**src/rtl/vid_chroma_sampler.sv**
```systemverilog
module vid_chroma_sampler #(
  parameter int COL_W     = 11,
  parameter int ROW_W     = 11,
  parameter int GRID_LOG2 = 3,
  parameter int ROWS      = 1080,
  parameter int DEPTH     = 64800,
  localparam int AW = (DEPTH > 1) ? $clog2(DEPTH) : 1,
  localparam int CW = $clog2(DEPTH + 1)
) (
  input  logic                   clk,
  input  logic                   rst_n,
  input  logic [23:0]            s_tdata,
  input  logic                   s_tvalid,
  input  logic                   s_tuser,
  input  logic                   s_tlast,
  output logic                   s_tready,
  output logic [23:0]            m_tdata,
  output logic                   m_tvalid,
  output logic                   m_tuser,
  output logic                   m_tlast,
  input  logic                   m_tready,
  input  logic [7:0]             cfg_cb_lo,
  input  logic [7:0]             cfg_cb_hi,
  input  logic [7:0]             cfg_cr_lo,
  input  logic [7:0]             cfg_cr_hi,
  input  logic                   cfg_paint_en,
  input  logic [23:0]            cfg_paint_color,
  output logic                   mem_we,
  output logic [AW-1:0]          mem_addr,
  output logic [ROW_W+COL_W-1:0] mem_wdata,
  output logic [CW-1:0]          stat_match_count,
  output logic                   stat_frame_done,
  output logic                   stat_saturated
);

  logic [COL_W-1:0] col_q, col_cur;
  logic [ROW_W-1:0] row_q, row_cur;
  logic [CW-1:0]    ptr_q, ptr_cur;
  logic             sat_q, sat_cur;
  logic [7:0]       cb, cr;
  logic             hs, in_win, on_grid, hit, full, overflow, frame_end;

  assign hs      = s_tvalid & m_tready;
  assign col_cur = s_tuser ? '0 : col_q;
  assign row_cur = s_tuser ? '0 : row_q;
  assign ptr_cur = s_tuser ? '0 : ptr_q;
  assign sat_cur = s_tuser ? 1'b0 : sat_q;

  assign cb      = s_tdata[15:8];
  assign cr      = s_tdata[23:16];
  assign in_win  = (cb >= cfg_cb_lo) && (cb <= cfg_cb_hi) &&
                   (cr >= cfg_cr_lo) && (cr <= cfg_cr_hi);
  assign on_grid = (col_cur[GRID_LOG2-1:0] == '0) && (row_cur[GRID_LOG2-1:0] == '0);
  assign hit     = s_tvalid & on_grid & in_win;

  assign full      = (ptr_cur == CW'(DEPTH));
  assign overflow  = hit & m_tready & full;
  assign frame_end = hs & s_tlast & (row_cur == ROW_W'(ROWS - 1));

  assign s_tready = m_tready;
  assign m_tvalid = s_tvalid;
  assign m_tuser  = s_tuser;
  assign m_tlast  = s_tlast;
  assign m_tdata  = (cfg_paint_en & hit) ? cfg_paint_color : s_tdata;

  assign mem_we    = hit & m_tready & ~full;
  assign mem_addr  = AW'(ptr_cur);
  assign mem_wdata = {row_cur, col_cur};

  always_ff @(posedge clk) begin
    if (!rst_n) begin
      col_q            <= '0;
      row_q            <= '0;
      ptr_q            <= '0;
      sat_q            <= 1'b0;
      stat_match_count <= '0;
      stat_frame_done  <= 1'b0;
      stat_saturated   <= 1'b0;
    end else begin
      stat_frame_done <= frame_end;
      if (hs) begin
        if (s_tlast) begin
          col_q <= '0;
          row_q <= row_cur + 1'b1;
        end else begin
          col_q <= col_cur + 1'b1;
          row_q <= row_cur;
        end
        ptr_q <= ptr_cur + CW'(mem_we);
        sat_q <= sat_cur | overflow;
      end
      if (frame_end) begin
        stat_match_count <= ptr_cur + CW'(mem_we);
        stat_saturated   <= sat_cur | overflow;
      end
    end
  end

endmodule


```
**config.mk**
```make
export PLATFORM = sky130hd
export DESIGN_NAME = vid_chroma_sampler
export DESIGN_NICKNAME = d
export VERILOG_FILES = /design/src/rtl/vid_chroma_sampler.sv
export SDC_FILE = /design/constraint.sdc
export NUM_CORES = 1
export LEC_CHECK = 0
export BUFFER_PORTS_ARGS = -buffer_cell sky130_fd_sc_hd__buf_2
export CORE_MARGIN = 8
export CORE_UTILIZATION = 35
export DETAILED_ROUTE_END_ITERATION = 12
export HOLD_SLACK_MARGIN = 0.03
export SKIP_LAST_GASP = 1
export SLEW_MARGIN = 20
export SYNTH_ARGS = -nofsm -noshare
export SYNTH_HDL_FRONTEND = slang
export SYNTH_SLANG_ARGS = --single-unit
```
**constraint.sdc**
```tcl
create_clock -name clk -period 11.95 [get_ports clk]
set_clock_uncertainty 0.2 [all_clocks]
set_input_delay 1.7925 -clock clk [delete_from_list [all_inputs] [get_ports clk]]
set_output_delay 1.7925 -clock clk [all_outputs]
set_load 0.005 [all_outputs]
```
# Yosys cells after proc, flatten, opt, wreduce, memory -nomap -nowiden
# Index checks and enable logic that the tools add are counted.
dict set report totals {
  register_bits 57
  input_bits 87
  output_inout_bits 85
  elab_cells 40
}
dict set report op_classes {
  add_sub_neg 3
  magnitude_cmp 4
  eq_ne 2
  mux 7
  n_bitwise 11
  n_reduce_logical 6
}
# cell count
set op_table {}
lappend op_table {{$mux 11} 4}
lappend op_table {{$mux 24} 1}
lappend op_table {{$add 11x1->11 const B} 2}
lappend op_table {{$add 16x1->16} 1}
lappend op_table {{$eq 16x16->1 const B} 1}
lappend op_table {{$ge 8x8->1} 2}
lappend op_table {{$le 8x8->1} 2}
lappend op_table {{$mux 16} 1}
lappend op_table {{$eq 11x11->1 const B} 1}
lappend op_table {{$and 1x1->1} 9}
lappend op_table {{$logic_not 3->1} 2}
lappend op_table {{$logic_and 1x1->1} 4}
lappend op_table {{$mux 1} 1}
lappend op_table {{$not 1->1} 1}
lappend op_table {{$or 1x1->1} 1}

# Logic depth before layout (Yosys ltp)
# Gate-level depths: netlist of the first run.
dict set report logic_depth {
  depth_word 8
  ltp_mapped 17
  depth_no_buf 16
}

# Least setup slack after synthesis of the first run
# No wires, ideal clock.
dict set report synth_timing {
  path_kind {input -> output}
  startpoint {input s_tuser}
  endpoint {output m_tdata[10]}
  arrival_time_ps 3997
  required_time_ps 9958
  setup_slack_ps 5960
  cell_stages 10
  path_buffers 4
  cell_sequence {clkbuf_1 clkbuf_1 clkbuf_1 nand2b_1 ha_1 o2111ai_1 a311oi_2 nand4_4 buf_6 mux2_4}
}
dict set report synth_via {
  elab_chain_cells 7
}
# element line
set synth_lines {}
lappend synth_lines {{start, declared} 14} ;# input logic s_tuser,
lappend synth_lines {{$mux 11, on equally long branches} {44, 45}}
lappend synth_lines {{$logic_not 3->1} 53} ;# assign on_grid = (col_cur[GRID_LOG2-1:0] == '0) && (row_cur[GRID_LOG2-1:0] == '0);
lappend synth_lines {{$logic_and 1x1->1 *} 53}
lappend synth_lines {{$and 1x1->1 * (2 in series)} 54} ;# assign hit = s_tvalid & on_grid & in_win;
lappend synth_lines {{$and 1x1->1 *} 64} ;# assign m_tdata = (cfg_paint_en & hit) ? cfg_paint_color : s_tdata;
lappend synth_lines {{$mux 24 *} 64}
lappend synth_lines {{end, declared} 17} ;# output logic [23:0] m_tdata,
# Mark *: on every way between the ends. The rest lies on a longest branch, timed or not.

# Worst setup path in the final report of the first run
dict set report layout_timing {
  startpoint {input s_tuser}
  endpoint {output m_tdata[15]}
}
# Same word-level chain as after synthesis.

==> metrics.log, run 1 <==
[metrics] quantity of I/O buffers inserted on ports: 171
[metrics] CP Data Arrival Time: 4.41 ns
[metrics] clock slew at the register clock pins of the worst setup and hold paths: 0.05 ns
[metrics] top_reg_cell synth: dfxtp_1
[metrics] Layout Area Growth over Synthesis: 28.5%
[metrics] TritonCTS clock tree: done
[metrics] crit path buf inv count: 3
[metrics] worst hold path class: flop to flop
[metrics] antenna diode count: 0
[metrics] max-capacitance violation count: 0
[metrics] Post-synth EDFFs: 0
[metrics] remaining max-slew budget at the tightest pin: 34.9%
[metrics] distinct cell type count after synthesis: 52
[metrics] number of placement rows: 40
[metrics] Peak supply drop: 82.7 uV
[metrics] final hold violations: 0
[metrics] total die area: 0.0159 sq mm
[metrics] final setup violating endpoints: 0
[metrics] Resized cells post-CTS: 0
[metrics] number of global-route vias before repair: 4,370
[metrics] routed wire length: 13.7 mm
[metrics] Crit path largest cell delay: 0.53 ns
[metrics] leak pwr: 2.66 nW
[metrics] height of the die: 126 microns
[metrics] RSZ-0062 raised after global routing: no
[metrics] 1st-iter DRT viols: 280
[metrics] status: complete, no violations
[metrics] Critical Path Fanout Max: 67
[metrics] Crit-path slowest cell: nand4_4
[metrics] type of origin of the critical path: primary input
[metrics] fmax: 156 MHz
[metrics] minimum clock period: 6.40 ns
[metrics] DRT Pass-1 Iters: 6
[metrics] sequential element share of the synthesized area: 26.9%
[metrics] net count after synthesis: 670
[metrics] Die X-Extent: 126 microns
[metrics] Remaining Overflow, GRT: 0
[metrics] flip-flop and latch count after synthesis: 57
[metrics] detailed-route DRC error count: 0
[metrics] level count of the clock H-tree: 3
[metrics] synthesized cell area: 0.00425 sq mm
[metrics] PnR Total Power: 0.526 mW
[metrics] Sink Count: 57
[metrics] number of gates on the worst path with buffers counted: 9
[metrics] endpoint required time on the critical path: 9.96 ns
[metrics] cell class contributing the biggest share of worst-path delay: simple AND/OR/NAND/NOR gates
[metrics] total of fill cells in the finished design: 1,215
[metrics] ports placed on the boundary: 172
[metrics] WHS Path Cells: 2
[metrics] remaining antenna violation count after routing: 0
[metrics] total number of yosys warnings: 0
[metrics] starting utilization of the core area: 35.7%
[metrics] fin. max-slew vios: 0
[metrics] Num CTS Buffers: 9
[metrics] overall track demand over capacity in global routing: 17.0%
[metrics] Post-synth ARST share: 0%
[metrics] Tcrit/Tclk final: 53.6%
[metrics] pin count of the biggest net entering global routing: 68
[metrics] most frequent standard cell in the layout excluding fill and tap cells: buf_2
[metrics] via count: 4,324
[metrics] CTS max path bufs: 2
[metrics] Post CTS Setup Buffer Count: 0
[metrics] Post-Route Setup TNS: 0 ns
[metrics] worst-skew pair later-pin latency: 0.33 ns
[metrics] initial antenna violation count: 0
[metrics] wire length of the first global-routing pass: 22.2 mm
[metrics] path depth of the worst reg2reg path: 14
[metrics] kind of capture point of the worst setup path: output port
[metrics] number of instances in the synthesized netlist: 545
[metrics] power density normalized to cell area: 96.3 mW/mm^2
[metrics] CTS Root Cell: clkbuf_16
[metrics] type of the setup path with the least slack: primary input to output port
[metrics] hold_buf cts: 0
[metrics] Core Region: 0.0119 sq mm
[metrics] Post-Syn Area per Cell: 7.80 sq um
[metrics] Top cell by count, worst path: buf_2
[metrics] most frequent cells in the layout: buf_2 (171), nand2_1 (63), dfxtp_1 (57), nor2_1 (46), a21oi_1 (46)
[metrics] post-DR wirelength/cell: 16.1 microns
[metrics] final weighted congestion in routability-driven placement: 0.916
[metrics] Tightest Pin Transition: 0.976 ns
[metrics] cells along the critical path: buf_2, buf_4, nand2b_1, ha_1, o2111ai_1, a311oi_2, nand4_4, mux2_4, buf_2
[metrics] number of vias per cell: 5.09
[metrics] DPL Wire Length: 10.6 mm
[metrics] number of nets at the end of the flow: 824
[metrics] worst hold slack across all endpoints: 0.252 ns
[metrics] share of cells above drive strength 1: 31.4%
metrics by stage:
step | area, sq um | util, % | std cells | setup WS (ns)
6_report | 5460 | 45.8 | 850 | 5.55
2_1_floorplan | 4250 | - | 545 | 5.96
3_5_place_dp | 5160 | 43.3 | 835 | 5.53
3_3_place_gp | 5160 | 43.3 | 835 | 5.63
4_1_cts | 5460 | 45.8 | 850 | 5.52
5_1_grt | 5460 | 45.8 | 850 | 5.39
worst register-to-register path: cells and delay by family, from the launching register on:
kind / cells / cell delay (ns)
flops: 1 / 0.34
xor+xnor: 1 / 0.24
simple gates: 7 / 1.22
compound gates: 3 / 0.66
fa+ha+maj: 3 / 0.57
report_power, final:
part | switching (mW) | leakage [nW] | internal [mW] | total (mW)
clock | 0.0849 | 0.148 | 0.170 | 0.255
combinational | 0.0418 | 2.06 | 0.0356 | 0.0774
sequential | 0.00118 | 0.460 | 0.192 | 0.193
total | 0.128 | 2.66 | 0.398 | 0.526
layout make-up:
| class | count | area [sq um] | area share, % |
|---|---|---|---|
| flip-flops and latches | 57 | 1140 | 20.9 |
| well taps | 147 | 184 | 3.37 |
| multi-input cells | 418 | 2810 | 51.5 |
| clock buffers | 12 | 256 | 4.70 |
| repair buffers | 174 | 878 | 16.1 |
| inverters | 39 | 146 | 2.68 |
| clock inverters | 3 | 40.0 | 0.733 |
Yosys cell counts, types with 2 or more instances:
| cell | count | share of area (%) |
|---|---|---|
| nand3b_1 | 5 | 0.88 |
| a22oi_1 | 4 | 0.71 |
| inv_2 | 2 | 0.18 |
| buf_4 | 4 | 0.71 |
| nor3_1 | 4 | 0.47 |
| ha_1 | 38 | 11 |
| and4_1 | 2 | 0.41 |
| a211oi_1 | 5 | 0.88 |
| o211ai_1 | 2 | 0.35 |
| buf_6 | 2 | 0.53 |
| buf_2 | 2 | 0.24 |
| inv_1 | 37 | 3.3 |
| mux2_4 | 20 | 7.1 |
| nor2_1 | 46 | 4.1 |
| nand4_1 | 11 | 1.6 |
| nand2b_1 | 6 | 0.88 |
| nor4_1 | 7 | 1.0 |
| o31ai_1 | 3 | 0.53 |
| mux2_2 | 5 | 1.3 |
| xor2_1 | 11 | 2.3 |
| a21oi_1 | 46 | 5.4 |
| o21ai_0 | 29 | 3.4 |
| o22ai_1 | 2 | 0.29 |
| nand2_1 | 63 | 5.6 |
| xnor2_1 | 9 | 1.9 |
| and3_1 | 8 | 1.2 |
| nor2b_1 | 35 | 5.2 |
| and2_1 | 3 | 0.44 |
| dfxtp_1 | 57 | 27 |
| nand3_1 | 21 | 2.5 |
| o21a_1 | 3 | 0.53 |
| or3_1 | 3 | 0.44 |
| nand4b_1 | 3 | 0.62 |
| or4_1 | 3 | 0.53 |
| mux2i_1 | 5 | 1.2 |
| clkbuf_1 | 23 | 2.0 |
flip-flops by register name, indices dropped and copies added (netlist names):
name,cells
stat_match_count,16
stat_frame_done,1
sat_q,1
ptr_q,16
col_q,11
stat_saturated,1
row_q,11
logic make-up after synthesis:
family                     Yosys count  share of synthesized area (%)
AOI/OAI and AO/OA                  102                           13.8
DFF                                 57                           26.9
xor gates and xnor gates            20                           4.12
and+or+nand+nor                    228                           27.5
muxes                               30                           9.57
adders and majority gates           38                           11.2
buffers and inverters               70                           6.95
path summary, 6_finish.rpt:
path,slack [ns],to,start
setup / recovery,5.55,m_tdata[15],s_tuser
hold / removal,0.25,col_q[10],col_q[10]
setup reg to reg,8.56,stat_match_count[10],row_q[0]
hold reg to reg,0.25,col_q[10],col_q[10]
metal layers:
metal	global-route usage, %	vias to the layer above	part of all wire (%)
met5	0	-	0
met4	5.94	0	1.9
li1	-	2194	-
met1	20.9	2029	45
met3	4.39	20	4.1
met2	28.0	81	49
No activity file was read; power rests on OpenSTA's default activity.
==> run 2, diff against run 1 <==
--- a/config.mk
+++ b/config.mk
@@ -5,6 +5,7 @@
 export SDC_FILE = /design/constraint.sdc
 export NUM_CORES = 1
 export LEC_CHECK = 0
+export ABC_AREA = 1
 export BUFFER_PORTS_ARGS = -buffer_cell sky130_fd_sc_hd__buf_2
 export CORE_MARGIN = 8
 export CORE_UTILIZATION = 35
==> constraint.sdc (replaced) <==
create_clock -name clk -period 5.4 [get_ports clk]
set_clock_uncertainty 0.2 [all_clocks]
set_input_delay 0.81 -clock clk [delete_from_list [all_inputs] [get_ports clk]]
set_output_delay 0.81 -clock clk [all_outputs]
set_load 0.005 [all_outputs]
==> run 2 against run 1 <==
Effect of this change:
- non-clock buffer count down 1
- clock power up 120%
- critical path depth is 2 higher
- sequential power rose by 130%
- cell area grew 4.3%
- die area rose by 5.5%
- clock-buffer cell count unchanged
- hold slack better by 0.013 ns
- via count increased by 7.4%
- register-to-register slack worse by 6.5 ns
- area after synthesis grew 6.3%
- critical path type unchanged
==> metrics.log, run 2 <==
[metrics] pin count of the biggest net entering global routing: 36
[metrics] Resized cells post-CTS: 0
[metrics] number of vias per cell: 4.55
[metrics] hold_buf cts: 0
[metrics] total die area: 0.0168 sq mm
[metrics] Num CTS Buffers: 9
[metrics] distinct cell type count after synthesis: 46
[metrics] fmax: 248 MHz
[metrics] share of cells above drive strength 1: 26.4%
[metrics] Crit-path slowest cell: buf_4
[metrics] worst hold path class: flop to flop
[metrics] total number of yosys warnings: 0
[metrics] 1st-iter DRT viols: 226
[metrics] largest registers ranked by flip-flop count: ptr_q (16), stat_match_count (16)
[metrics] final hold violations: 0
[metrics] number of global-route vias before repair: 4,361
[metrics] Crit path largest cell delay: 0.50 ns
[metrics] endpoint required time on the critical path: 4.39 ns
[metrics] cell class contributing the biggest share of worst-path delay: simple AND/OR/NAND/NOR gates
[metrics] RSZ-0062 raised after global routing: no
[metrics] flip-flop and latch count after synthesis: 57
[metrics] crit path buf inv count: 3
[metrics] remaining max-slew budget at the tightest pin: 45.0%
[metrics] synthesized cell area: 0.00452 sq mm
[metrics] cells along the critical path: buf_2, buf_4, nor2_8, nor3_2, nand2_1, nor2_2, nand2_4, nor2_8, nand2_1, nand2_1, buf_2
[metrics] initial antenna violation count: 0
[metrics] overall track demand over capacity in global routing: 16.5%
[metrics] utilization of the core after routing: 45.1%
[metrics] Post CTS Setup Buffer Count: 0
[metrics] starting utilization of the core area: 35.8%
[metrics] wire length of the first global-routing pass: 22.3 mm
[metrics] Post-Syn Area per Cell: 6.55 sq um
[metrics] worst hold slack across all endpoints: 0.265 ns
[metrics] TritonCTS clock tree: done
[metrics] number of nets at the end of the flow: 969
[metrics] fin. max-slew vios: 0
[metrics] Top cell by count, worst path: nand2_1
[metrics] Post-synth EDFFs: 0
[metrics] number of placement rows: 41
[metrics] type of the setup path with the least slack: primary input to output port
[metrics] CTS max path bufs: 2
[metrics] routed wire length: 14.1 mm
[metrics] top_reg_cell synth: dfxtp_1
[metrics] share of the synthesized area in the top cell type: 25.3%
[metrics] type of origin of the critical path: primary input
[metrics] remaining antenna violation count after routing: 0
[metrics] worst-skew pair later-pin latency: 0.32 ns
[metrics] leak pwr: 3.04 nW
[metrics] post-DR wirelength/cell: 13.9 microns
[metrics] antenna diode count: 0
[metrics] final setup violating endpoints: 0
[metrics] level count of the clock H-tree: 3
[metrics] PnR Total Power: 1.19 mW
[metrics] DRT Pass-1 Iters: 6
[metrics] max-capacitance violation count: 0
[metrics] Die X-Extent: 130 microns
[metrics] placed instance area: 0.00540 sq mm
[metrics] Sink Count: 57
[metrics] Post-synth ARST share: 0%
[metrics] number of instances in the synthesized netlist: 689
[metrics] area leader, netlist: dfxtp_1
[metrics] minimum clock period: 4.03 ns
[metrics] detailed-route DRC error count: 0
[metrics] Layout Area Growth over Synthesis: 26.1%
[metrics] final weighted congestion in routability-driven placement: 0.829
[metrics] Peak supply drop: 173 uV
[metrics] Post-Route Setup TNS: 0 ns
[metrics] quantity of I/O buffers inserted on ports: 171
[metrics] power density normalized to cell area: 209 mW/mm^2
[metrics] leading post-synthesis cells by cell area: dfxtp_1 (25%), nand2_1 (13%), ha_1 (11%)
[metrics] DPL Wire Length: 11.1 mm
[metrics] sequential element share of the synthesized area: 25.3%
[metrics] Remaining Overflow, GRT: 0
[metrics] most frequent standard cell in the layout excluding fill and tap cells: buf_2
[metrics] height of the die: 130 microns
[metrics] Critical Path Fanout Max: 26
[metrics] via count: 4,645
[metrics] ports placed on the boundary: 172
[metrics] most common cell in the netlist: nand2_1
[metrics] status: complete, no violations
[metrics] most frequent cells in the layout: buf_2 (171), nand2_1 (151), inv_1 (120), nor2_1 (70), dfxtp_1 (57)
[metrics] area of all placed cells without fillers: 0.00570 sq mm
[metrics] Tightest Pin Transition: 0.824 ns
[metrics] clock slew at the register clock pins of the worst setup and hold paths: 0.05 ns
[metrics] net count after synthesis: 814
[metrics] kind of capture point of the worst setup path: output port
[metrics] leading cell types by count after synthesis: nand2_1 (151), inv_1 (120), nor2_1 (70)
[metrics] CTS Root Cell: clkbuf_16
[metrics] CP Data Arrival Time: 3.02 ns
[metrics] Core Region: 0.0126 sq mm
[metrics] Tcrit/Tclk final: 74.7%
==> run 2: cell types whose count changed after synthesis, moves of 13 or more <==
cell | previous run | this run
nand3_1 | 21 | 35
nand2_1 | 63 | 151
nor2_1 | 46 | 70
inv_1 | 37 | 120
o21ai_1 | 1 | 14
mux2_4 | 20 | 0
nor2b_1 | 35 | 0
==> run 2: cell families after synthesis <==
logic type | after synthesis | share of synthesized area (%)
DFF | 57 | 25.3
xor gates and xnor gates | 5 | 0.970
buffers and inverters | 153 | 14.9
adders and majority gates | 38 | 10.5
AOI/OAI and AO/OA | 126 | 15.4
and+or+nand+nor | 310 | 32.9
==> run 2: worst paths after layout <==
path / startpoint / slack (ns) / cells after the start / to
setup reg to reg: row_q[0] / 2.08 / 19 / ptr_q[14]
hold reg to reg: col_q[9] / 0.27 / 2 / col_q[9]
setup / recovery: s_tuser / 1.37 / 11 / m_tdata[13]
hold / removal: col_q[9] / 0.27 / 2 / col_q[9]
==> run 2: worst reg2reg max path, delay by kind of cell (launching register included) <==
family	cells	cell delay, ns
AOI/OAI and AO/OA	1	0.11
buffers and inverters	3	0.23
adders and majority gates	3	0.57
DFF	1	0.33
and+or+nand+nor	12	1.85
==> run 2: through the flow <==
stage	std cells	worst slack, ns
2_1_floorplan	689	1.27
3_3_place_gp	1005	1.13
3_5_place_dp	1005	1.03
4_1_cts	1020	1.33
5_1_grt	1020	0.920
6_report	1020	1.37
==> run 2: routing by layer <==
layer / routed length [microns] / up-vias / GRT usage (%) / part of all wire (%)
li1: - / 2506 / - / -
met5: 0 / - / 0 / 0
met4: 39 / 0 / 3.69 / 0.28
met2: 6410 / 131 / 27.6 / 45
met1: 6420 / 2006 / 21.0 / 45
met3: 1250 / 2 / 3.90 / 8.9
==> run 2: cell type report <==
cell class / instances / area (sq um)
Timing Repair Buffer: 173 / 871
Sequential cell: 57 / 1140
Clock inverter: 3 / 40.0
Clock buffer: 12 / 256
Multi-Input combinational cell: 479 / 2700
Fill cell: 1394 / 6920
Inverter: 124 / 472
Tap cell: 172 / 215
==> run 2: where the power goes <==
part,total [mW],internal (mW),leakage [nW],switching [mW]
registers,0.436,0.430,0.462,0.00622
clock network,0.559,0.377,0.148,0.182
logic,0.197,0.0790,2.43,0.118
